### src/rtl/stq_pkg.sv
// Package: ring-index arithmetic shared by the store ring modules.
// Assumes indices and counts are small non-negative integers below `slots`.
package stq_pkg;

    // Advance index p by n positions in a ring of `slots` entries (n < slots).
    function automatic int unsigned ring_add(int unsigned p, int unsigned n,
                                             int unsigned slots);
        int unsigned s;
        s = p + n;
        return (s >= slots) ? s - slots : s;
    endfunction

    // Number of steps from index `from` forward to index `to` in the ring.
    function automatic int unsigned ring_dist(int unsigned from, int unsigned to,
                                              int unsigned slots);
        return (to >= from) ? to - from : to + slots - from;
    endfunction

endpackage

### src/rtl/stq_slot.sv
// Module: one store ring slot, holding the sequence tag, payload and state flags.
// Assumes the controller never raises alloc_hit and release_hit together and
// never allocates a slot that is still valid.
module stq_slot #(
    parameter int SEQ_W  = 16,
    parameter int ADDR_W = 32,
    parameter int DATA_W = 64,
    parameter int SIZE_W = 4
) (
    input  logic              clk,
    input  logic              rst_n,
    input  logic              alloc_hit,
    input  logic [SEQ_W-1:0]  alloc_seq,
    input  logic              fill_hit,
    input  logic [ADDR_W-1:0] fill_addr,
    input  logic [SIZE_W-1:0] fill_size,
    input  logic [DATA_W-1:0] fill_data,
    input  logic              commit_req,
    input  logic [SEQ_W-1:0]  commit_seq,
    input  logic              squash_req,
    input  logic [SEQ_W-1:0]  squash_seq,
    input  logic              ack_hit,
    input  logic              release_hit,
    output logic              valid_o,
    output logic [SEQ_W-1:0]  seq_o,
    output logic [ADDR_W-1:0] addr_o,
    output logic [SIZE_W-1:0] size_o,
    output logic [DATA_W-1:0] data_o,
    output logic              can_wb_o,
    output logic              committed_o,
    output logic              completed_o,
    output logic              commit_now_o,
    output logic              keep_o
);

    logic              valid_q;
    logic [SEQ_W-1:0]  seq_q;
    logic [ADDR_W-1:0] addr_q;
    logic [SIZE_W-1:0] size_q;
    logic [DATA_W-1:0] data_q;
    logic              can_wb_q;
    logic              committed_q;
    logic              completed_q;

    // Decode whether this cycle's commit newly retires this store.
    always_comb begin
        commit_now_o = commit_req && valid_q && !committed_q && (seq_q < commit_seq);
    end

    // Decode whether this store survives a squash at squash_seq.
    always_comb begin
        keep_o = valid_q && (seq_q <= squash_seq);
    end

    // Maintain occupancy, tag and the three life-cycle flags.
    always_ff @(posedge clk) begin
        if (!rst_n) begin
            valid_q     <= 1'b0;
            seq_q       <= '0;
            can_wb_q    <= 1'b0;
            committed_q <= 1'b0;
            completed_q <= 1'b0;
        end else if (release_hit || (squash_req && valid_q && !keep_o)) begin
            valid_q     <= 1'b0;
            can_wb_q    <= 1'b0;
            committed_q <= 1'b0;
            completed_q <= 1'b0;
        end else if (alloc_hit) begin
            valid_q     <= 1'b1;
            seq_q       <= alloc_seq;
            can_wb_q    <= 1'b0;
            committed_q <= 1'b0;
            completed_q <= 1'b0;
        end else begin
            if (commit_now_o) begin
                committed_q <= 1'b1;
                can_wb_q    <= 1'b1;
            end
            if (ack_hit) begin
                completed_q <= 1'b1;
            end
        end
    end

    // Capture the payload from the execute stage; a fresh allocation clears the size.
    always_ff @(posedge clk) begin
        if (!rst_n) begin
            addr_q <= '0;
            size_q <= '0;
            data_q <= '0;
        end else if (fill_hit) begin
            addr_q <= fill_addr;
            size_q <= fill_size;
            data_q <= fill_data;
        end else if (alloc_hit) begin
            size_q <= '0;
        end
    end

    assign valid_o     = valid_q;
    assign seq_o       = seq_q;
    assign addr_o      = addr_q;
    assign size_o      = size_q;
    assign data_o      = data_q;
    assign can_wb_o    = can_wb_q;
    assign committed_o = committed_q;
    assign completed_o = completed_q;

endmodule

### src/rtl/stq_ring_ctl.sv
// Module: head/tail/occupancy control for the store ring with one sentinel slot.
// Assumes keep_cnt is the size of the contiguous oldest run that survives a
// squash, and that only the head slot's completion drives head_done.
module stq_ring_ctl #(
    parameter int SLOTS = 8,
    parameter int IDX_W = $clog2(SLOTS),
    parameter int CNT_W = $clog2(SLOTS)
) (
    input  logic             clk,
    input  logic             rst_n,
    input  logic             alloc_req,
    input  logic             squash_req,
    input  logic [CNT_W-1:0] keep_cnt,
    input  logic             head_done,
    output logic [IDX_W-1:0] head_o,
    output logic [IDX_W-1:0] tail_o,
    output logic [CNT_W-1:0] count_o,
    output logic             full_o,
    output logic             alloc_fire_o,
    output logic             release_fire_o
);

    localparam int CAP = SLOTS - 1;

    logic [IDX_W-1:0] head_q;
    logic [IDX_W-1:0] tail_q;
    logic [CNT_W-1:0] count_q;

    // Flag full when every usable slot is taken (the sentinel stays free).
    always_comb begin
        full_o = (32'(count_q) == CAP);
    end

    // Accept an allocation only when a slot is free and no squash is in flight.
    always_comb begin
        alloc_fire_o   = alloc_req && !full_o && !squash_req;
        release_fire_o = head_done;
    end

    // Advance head on release, and move tail forward on allocation or back on squash.
    always_ff @(posedge clk) begin
        if (!rst_n) begin
            head_q  <= '0;
            tail_q  <= '0;
            count_q <= '0;
        end else begin
            if (release_fire_o) begin
                head_q <= IDX_W'(stq_pkg::ring_add(32'(head_q), 1, SLOTS));
            end
            if (squash_req) begin
                tail_q  <= IDX_W'(stq_pkg::ring_add(32'(head_q), 32'(keep_cnt), SLOTS));
                count_q <= keep_cnt - CNT_W'(release_fire_o);
            end else begin
                if (alloc_fire_o) begin
                    tail_q <= IDX_W'(stq_pkg::ring_add(32'(tail_q), 1, SLOTS));
                end
                count_q <= count_q + CNT_W'(alloc_fire_o) - CNT_W'(release_fire_o);
            end
        end
    end

    assign head_o  = head_q;
    assign tail_o  = tail_q;
    assign count_o = count_q;

endmodule

### src/rtl/stq_wb_ctrl.sv
// Module: write-back pointer and refusal/retry handling for the memory port.
// Assumes squashed stores are never committed, so a squash can only cut the
// ring at or beyond the write-back pointer.
module stq_wb_ctrl #(
    parameter int SLOTS = 8,
    parameter int IDX_W = $clog2(SLOTS),
    parameter int CNT_W = $clog2(SLOTS)
) (
    input  logic             clk,
    input  logic             rst_n,
    input  logic             eligible,
    input  logic             accept,
    input  logic             retry,
    input  logic             squash_req,
    input  logic [IDX_W-1:0] head,
    input  logic [CNT_W-1:0] keep_cnt,
    output logic [IDX_W-1:0] wb_ptr_o,
    output logic             req_valid_o,
    output logic             blocked_o
);

    logic [IDX_W-1:0] wb_ptr_q;
    logic             blocked_q;
    logic             past_cut;

    // Present a request only when the pointed store may go and no refusal is pending.
    always_comb begin
        req_valid_o = eligible && !blocked_q;
    end

    // Detect a write-back pointer that would end up beyond the squashed tail.
    always_comb begin
        past_cut = stq_pkg::ring_dist(32'(head), 32'(wb_ptr_q), SLOTS) > 32'(keep_cnt);
    end

    // Step the pointer on an accepted request; clamp it to the new tail on a squash.
    always_ff @(posedge clk) begin
        if (!rst_n) begin
            wb_ptr_q <= '0;
        end else if (req_valid_o && accept) begin
            wb_ptr_q <= IDX_W'(stq_pkg::ring_add(32'(wb_ptr_q), 1, SLOTS));
        end else if (squash_req && past_cut) begin
            wb_ptr_q <= IDX_W'(stq_pkg::ring_add(32'(head), 32'(keep_cnt), SLOTS));
        end
    end

    // Hold the blocked state from a refusal until the memory side signals retry.
    always_ff @(posedge clk) begin
        if (!rst_n) begin
            blocked_q <= 1'b0;
        end else if (req_valid_o && !accept) begin
            blocked_q <= 1'b1;
        end else if (retry) begin
            blocked_q <= 1'b0;
        end
    end

    assign wb_ptr_o  = wb_ptr_q;
    assign blocked_o = blocked_q;

endmodule

### src/rtl/stq_ring.sv
// Module: per-thread store ring with head, write-back and tail pointers.
// Assumes sequence numbers rise monotonically without wrapping while held,
// commit and squash are not raised in the same cycle, and a fill targets an
// allocated slot.
module stq_ring #(
    parameter int CAP    = 7,
    parameter int SEQ_W  = 16,
    parameter int ADDR_W = 32,
    parameter int DATA_W = 64,
    parameter int SLOTS  = CAP + 1,
    parameter int IDX_W  = $clog2(SLOTS),
    parameter int CNT_W  = $clog2(SLOTS),
    parameter int SIZE_W = $clog2(DATA_W / 8) + 1
) (
    input  logic              clk,
    input  logic              rst_n,
    input  logic              alloc_valid,
    input  logic [SEQ_W-1:0]  alloc_seq,
    output logic              alloc_ready,
    output logic [IDX_W-1:0]  alloc_idx,
    input  logic              fill_valid,
    input  logic [IDX_W-1:0]  fill_idx,
    input  logic [ADDR_W-1:0] fill_addr,
    input  logic [SIZE_W-1:0] fill_size,
    input  logic [DATA_W-1:0] fill_data,
    input  logic              commit_valid,
    input  logic [SEQ_W-1:0]  commit_seq,
    input  logic              squash_valid,
    input  logic [SEQ_W-1:0]  squash_seq,
    output logic              mem_req_valid,
    output logic [IDX_W-1:0]  mem_req_idx,
    output logic [ADDR_W-1:0] mem_req_addr,
    output logic [SIZE_W-1:0] mem_req_size,
    output logic [DATA_W-1:0] mem_req_data,
    input  logic              mem_req_accept,
    input  logic              mem_retry,
    input  logic              mem_ack_valid,
    input  logic [IDX_W-1:0]  mem_ack_idx,
    output logic              wb_blocked,
    output logic              full,
    output logic              empty,
    output logic [CNT_W-1:0]  count,
    output logic [CNT_W-1:0]  pending_wb
);

    logic [SLOTS-1:0]  s_valid;
    logic [SLOTS-1:0]  s_can_wb;
    logic [SLOTS-1:0]  s_committed;
    logic [SLOTS-1:0]  s_completed;
    logic [SLOTS-1:0]  s_commit_now;
    logic [SLOTS-1:0]  s_keep;
    logic [SLOTS-1:0]  s_ack;
    logic [SEQ_W-1:0]  s_seq  [SLOTS];
    logic [ADDR_W-1:0] s_addr [SLOTS];
    logic [SIZE_W-1:0] s_size [SLOTS];
    logic [DATA_W-1:0] s_data [SLOTS];

    logic [IDX_W-1:0]  head;
    logic [IDX_W-1:0]  tail;
    logic [IDX_W-1:0]  wb_ptr;
    logic [CNT_W-1:0]  keep_cnt;
    logic [CNT_W-1:0]  commit_cnt;
    logic              alloc_fire;
    logic              release_fire;
    logic              head_done;
    logic              wb_eligible;
    logic              ring_full;
    logic [CNT_W-1:0]  pending_q;

    // Count survivors of a squash and stores newly retired by a commit.
    always_comb begin
        keep_cnt   = CNT_W'($countones(s_keep));
        commit_cnt = CNT_W'($countones(s_commit_now));
    end

    // Look up the head and write-back slots' state.
    always_comb begin
        head_done   = s_valid[head] && s_completed[head];
        wb_eligible = s_valid[wb_ptr] && s_can_wb[wb_ptr] && !s_completed[wb_ptr];
    end

    // One slot per ring position.
    for (genvar gi = 0; gi < SLOTS; gi++) begin : g_slot
        // Accept an acknowledgement only for a committed, not yet completed slot.
        assign s_ack[gi] = mem_ack_valid && (32'(mem_ack_idx) == gi) &&
                           s_valid[gi] && s_can_wb[gi] && !s_completed[gi];

        stq_slot #(
            .SEQ_W (SEQ_W),
            .ADDR_W(ADDR_W),
            .DATA_W(DATA_W),
            .SIZE_W(SIZE_W)
        ) u_slot (
            .clk         (clk),
            .rst_n       (rst_n),
            .alloc_hit   (alloc_fire && (32'(tail) == gi)),
            .alloc_seq   (alloc_seq),
            .fill_hit    (fill_valid && (32'(fill_idx) == gi)),
            .fill_addr   (fill_addr),
            .fill_size   (fill_size),
            .fill_data   (fill_data),
            .commit_req  (commit_valid),
            .commit_seq  (commit_seq),
            .squash_req  (squash_valid),
            .squash_seq  (squash_seq),
            .ack_hit     (s_ack[gi]),
            .release_hit (release_fire && (32'(head) == gi)),
            .valid_o     (s_valid[gi]),
            .seq_o       (s_seq[gi]),
            .addr_o      (s_addr[gi]),
            .size_o      (s_size[gi]),
            .data_o      (s_data[gi]),
            .can_wb_o    (s_can_wb[gi]),
            .committed_o (s_committed[gi]),
            .completed_o (s_completed[gi]),
            .commit_now_o(s_commit_now[gi]),
            .keep_o      (s_keep[gi])
        );
    end

    stq_ring_ctl #(
        .SLOTS(SLOTS),
        .IDX_W(IDX_W),
        .CNT_W(CNT_W)
    ) u_ctl (
        .clk           (clk),
        .rst_n         (rst_n),
        .alloc_req     (alloc_valid),
        .squash_req    (squash_valid),
        .keep_cnt      (keep_cnt),
        .head_done     (head_done),
        .head_o        (head),
        .tail_o        (tail),
        .count_o       (count),
        .full_o        (ring_full),
        .alloc_fire_o  (alloc_fire),
        .release_fire_o(release_fire)
    );

    stq_wb_ctrl #(
        .SLOTS(SLOTS),
        .IDX_W(IDX_W),
        .CNT_W(CNT_W)
    ) u_wb (
        .clk        (clk),
        .rst_n      (rst_n),
        .eligible   (wb_eligible),
        .accept     (mem_req_accept),
        .retry      (mem_retry),
        .squash_req (squash_valid),
        .head       (head),
        .keep_cnt   (keep_cnt),
        .wb_ptr_o   (wb_ptr),
        .req_valid_o(mem_req_valid),
        .blocked_o  (wb_blocked)
    );

    // Track committed stores still waiting for their write to finish.
    always_ff @(posedge clk) begin
        if (!rst_n) begin
            pending_q <= '0;
        end else begin
            pending_q <= pending_q + commit_cnt - CNT_W'(|s_ack);
        end
    end

    // Drive the request payload from the write-back slot and the status outputs.
    always_comb begin
        mem_req_idx  = wb_ptr;
        mem_req_addr = s_addr[wb_ptr];
        mem_req_size = s_size[wb_ptr];
        mem_req_data = s_data[wb_ptr];
        alloc_idx    = tail;
        alloc_ready  = !ring_full;
        full         = ring_full;
        empty        = (count == '0);
        pending_wb   = pending_q;
    end

endmodule

### config.mk
export PLATFORM = sky130hd
export DESIGN_NAME = stq_ring
export DESIGN_NICKNAME = d
export VERILOG_FILES = /design/src/rtl/stq_pkg.sv /design/src/rtl/stq_slot.sv /design/src/rtl/stq_ring_ctl.sv /design/src/rtl/stq_wb_ctrl.sv /design/src/rtl/stq_ring.sv
export SDC_FILE = /design/constraint.sdc
export NUM_CORES = 2
export LEC_CHECK = 0
export BUFFER_PORTS_ARGS = -buffer_cell sky130_fd_sc_hd__buf_2
export CAP_MARGIN = 5
export CORE_MARGIN = 10
export CORE_UTILIZATION = 62
export DETAILED_ROUTE_END_ITERATION = 16
export PLACE_DENSITY = 0.81
export SYNTH_ARGS = -nofsm -noshare
export SYNTH_HDL_FRONTEND = slang
export SYNTH_SLANG_ARGS = --single-unit
### constraint.sdc
create_clock -name clk -period 8.3 [get_ports clk]
set_input_delay 1.245 -clock clk [delete_from_list [all_inputs] [get_ports clk]]
set_output_delay 1.245 -clock clk [all_outputs]
set_load 0.01 [all_outputs]
==> flow_metrics.tcl <==
set metrics [dict create \
    post-route-min-period_ps 6500 \
    avgSynthCellArea_um2 8.64 \
    setup_viol_count_final 0 \
    max-vdd-ir-drop_uv 170 \
    post_synth_inst_count 5684 \
    gr-total-overflow 0 \
    buffer_ports.inserted 279 \
    synth_top_flop_cell "sky130_fd_sc_hd__dfxtp_1" \
    cts_max_level 3 \
    floorplan.die_area_um2 90900 \
    power_per_cell_area_nw_per_um2 191 \
    cts.sink_count 968 \
    die_w_um 301 \
    design.portCount 280 \
    slowest_delay_ps 560 \
    reg2reg_depth 23 \
    slew_limit_fails 0 \
    yosysTopAreaCellShare_pct 39.5 \
    reg_to_reg_critical_path_endpoint "u_wb.wb_ptr_o[1]" \
    initial_antenna_violation_count 37 \
    synth_area_leaders "sky130_fd_sc_hd__dfxtp_1 (39%), sky130_fd_sc_hd__nand2_1 (16%), sky130_fd_sc_hd__a21boi_0 (13%), sky130_fd_sc_hd__mux4_2 (9.3%), sky130_fd_sc_hd__ha_1 (7.1%)" \
    timing.hold.worst.start "g_slot[6].u_slot.addr_o[19]" \
    areaGrowthSynthToFinish_pct 8.83 \
    setup-tns-final_ps 0 \
    netlist-cell-type-count 65 \
    grt_max_degree 236 \
    startpoint_of_the_worst_slack_reg_to_reg_timing_path "g_slot[0].u_slot.seq_o[9]" \
    startpoint_type "input pin" \
    crit_path_class "in2reg" \
    grt_usage_pct 31.7 \
    globalRoute.busiestLayer "met2" \
    route.vias.total 40815 \
    relSlewSlack_pct 10.5 \
    timing.final.crit_share_pct 78.3 \
    cts-root-buf "sky130_fd_sc_hd__clkbuf_16" \
    post_synthesis_instance_area_um2 49100 \
    worstPathMaxFanout 8 \
    drive_above_1_share_pct 12.4 \
    yosysTopAreaCell "sky130_fd_sc_hd__dfxtp_1" \
    status "finished clean" \
    tritoncts "done" \
    finalPower_mw 10.2 \
    grt.met3_usage_pct 5.74 \
    cts-buffers-inserted 98 \
    via_count_of_the_first_global_routing_pass 39875 \
    cts_post_setup_buffers_inserted 0 \
    gr-usage-met1_pct 41.3 \
    required_ps 8850 \
    wire_per_inst_um 21.9 \
    post-route-drc-count 0 \
    worst_skew_pair.late_latency_ps 680 \
    worstHoldPathType "reg2reg" \
    grt_pass1_wl_um 228000 \
    cts_repair_resize_count 0 \
    timing.final.hold_violations 0 \
    seq_area_frac_synth_pct 39.5 \
    groute.layer.met2.usage_pct 51.1 \
    design.core.area_um2 78700 \
    postSynth.asyncResetShare_pct 0 \
    max_cap_viols 0 \
    timing.fmax_ghz 0.154 \
    synthesis.yosys.warnings 0 \
    post_synthesis_net_count 6138 \
    number_of_enable_type_register_cells_in_the_synthesized_netlist 0 \
    grt_setup_unrepaired "no" \
    synth.ff_latch_count 968 \
    r2r_setup_slack_ps 2360 \
    setup.worst_path.end_class "flop" \
    fin_skew_ps 41.7 \
    vias_per_cell 6.03 \
    floorplan.initialDensity_pct 62.4 \
    clkTransAtPathRegs_ps 60 \
    drt_pass1_iterations 6 \
    cpMostUsedCell "sky130_fd_sc_hd__fa_1" \
    cpMaxStageDelayCell "sky130_fd_sc_hd__fa_1" \
    timing_worst_slew_pin_value_ps 1340 \
    leakage_dissipation_nw 20.4 \
    gp_routability_congestion 0.992 \
    num-nets-final 6076 \
    detail_route.iter0.violations 3512 \
    hpwl_um 91000 \
    placementRows 103 \
    routed_wl_um 148000 \
    critical_path.startpoint "squash_seq[9]" \
    crit_path_end "u_wb.wb_ptr_o[1]" \
    cp.arrival_ps 7050 \
    clock_tree.buffer_depth 3 \
    die-height_um 301 \
    cts_hold_buffers 0 \
    drt.antenna.violating_nets 0 \
]
cells in the mapped netlist, drive strengths merged (15+ instances only):
master  instances
nor2b          55
buf           156
a21o           78
mux4          202
a21boi        898
nand2        2133
nor3           23
and2           15
o21ai          34
nand3          52
inv            93
dfxtp         968
nor2           36
a21oi          72
clkbuf        327
mux2i          36
nand2b         19
nand4          48
ha            277
state kept, by name (all words and copies together), names as in the netlist:
signal and cells:
g_slot.u_slot.data_o 512, g_slot.u_slot.addr_o 256, g_slot.u_slot.seq_o 128, g_slot.u_slot.size_o 32, g_slot.u_slot.completed_o 8, g_slot.u_slot.valid_o 8, g_slot.u_slot.can_wb_o 7, pending_wb 3
u_ctl.count_o 3, u_ctl.head_o 3, u_ctl.tail_o 3, u_wb.wb_ptr_o 3, g_slot.u_slot.committed_o 1, u_wb.blocked_o 1
critical path, delay by kind of cell:
| kind | cells | cell delay [ps] |
|---|---|---|
| adders and majority gates | 7 | 2810 |
| muxes | 1 | 240 |
| xor gates and xnor gates | 1 | 380 |
| AOI/OAI and AO/OA | 9 | 1680 |
| and+or+nand+nor | 3 | 220 |
| buffers and inverters | 4 | 480 |
power breakdown:
| group | switching [mW] | internal, mW | total, mW |
|---|---|---|---|
| Sequential | 0.0685 | 4.74 | 4.81 |
| Clock | 1.91 | 2.67 | 4.57 |
| Combinational | 0.524 | 0.330 | 0.854 |
| Total | 2.50 | 7.73 | 10.2 |
metal layers:
layer	share of wire [%]	routed length [um]
met5	0.15	215
met1	40	59800
met3	8.7	12800
met2	47	68900
met4	4.2	6170
how the worst min path moves through the flow:
stage,to,slack [ps],cells after the start
after floorplan,g_slot[3].u_slot.can_wb_o,440,2
after global placement,g_slot[6].u_slot.addr_o[30],450,2
after detailed placement,g_slot[2].u_slot.data_o[41],450,2
after CTS,g_slot[3].u_slot.data_o[24],460,2
after global routing,g_slot[3].u_slot.data_o[8],480,2
final,g_slot[6].u_slot.addr_o[19],460,2
stage by stage:
step / area [um^2] / cells / setup WS [ps] / utilization [%] / hold WS (ps)
2_1_floorplan: 49100 / 5684 / 2030 / - / 439
6_report: 53400 / 6767 / 1800 / 67.9 / 460
5_1_grt: 53400 / 6762 / 1480 / 67.9 / 480
4_1_cts: 53400 / 6748 / 1890 / 67.8 / 463
3_5_place_dp: 50100 / 6572 / 1210 / 63.6 / 454
3_3_place_gp: 50100 / 6572 / 1270 / 63.6 / 448
layout make-up:
class | count | area, um^2
inverters | 93 | 352
flip-flops and latches | 968 | 19400
clock buffers | 149 | 2870
multi-input cells | 4140 | 27300
fillers | 6284 | 25300
repair buffers | 321 | 1780
well taps | 1050 | 1310
clock inverters | 27 | 445
diodes | 19 | 47.5
cell families after synthesis:
family / count (synthesis) / share of synthesized area, %
and+or+nand+nor: 2433 / 19.9
AOI/OAI and AO/OA: 1166 / 17.5
DFF: 968 / 39.5
buffers and inverters: 576 / 5.32
adders and majority gates: 291 / 7.63
muxes: 238 / 10.0
xor gates and xnor gates: 12 / 0.214
layout by cell type (no fill, tap or decap), types with 8 or more instances in the layout:
cell                           n
sky130_fd_sc_hd__nand2_1    2130
sky130_fd_sc_hd__dfxtp_1     965
sky130_fd_sc_hd__a21boi_0    818
sky130_fd_sc_hd__buf_2       278
sky130_fd_sc_hd__ha_1        277
sky130_fd_sc_hd__mux4_2      202
sky130_fd_sc_hd__clkbuf_16    99
sky130_fd_sc_hd__inv_1        91
sky130_fd_sc_hd__a21boi_1     80
sky130_fd_sc_hd__a21o_1       78
sky130_fd_sc_hd__a21oi_1      67
sky130_fd_sc_hd__nor2b_1      55
sky130_fd_sc_hd__nand4_1      48
sky130_fd_sc_hd__nand3_1      48
sky130_fd_sc_hd__buf_4        37
sky130_fd_sc_hd__mux2i_1      36
sky130_fd_sc_hd__o21ai_0      30
sky130_fd_sc_hd__clkbuf_1     30
sky130_fd_sc_hd__nor2_1       28
sky130_fd_sc_hd__nor3_1       20
sky130_fd_sc_hd__clkbuf_8     20
sky130_fd_sc_hd__diode_2      19
sky130_fd_sc_hd__nand2b_1     19
sky130_fd_sc_hd__and2_1       15
sky130_fd_sc_hd__o21a_1       14
sky130_fd_sc_hd__fa_1         14
sky130_fd_sc_hd__a2111oi_0    12
sky130_fd_sc_hd__nor4_1       12
sky130_fd_sc_hd__nor4bb_1     10
sky130_fd_sc_hd__or2_2         9
sky130_fd_sc_hd__xnor2_1       9
sky130_fd_sc_hd__clkinv_2      9
sky130_fd_sc_hd__bufinv_16     9
sky130_fd_sc_hd__a211oi_1      8
No activity file was read; power rests on OpenSTA's default activity.
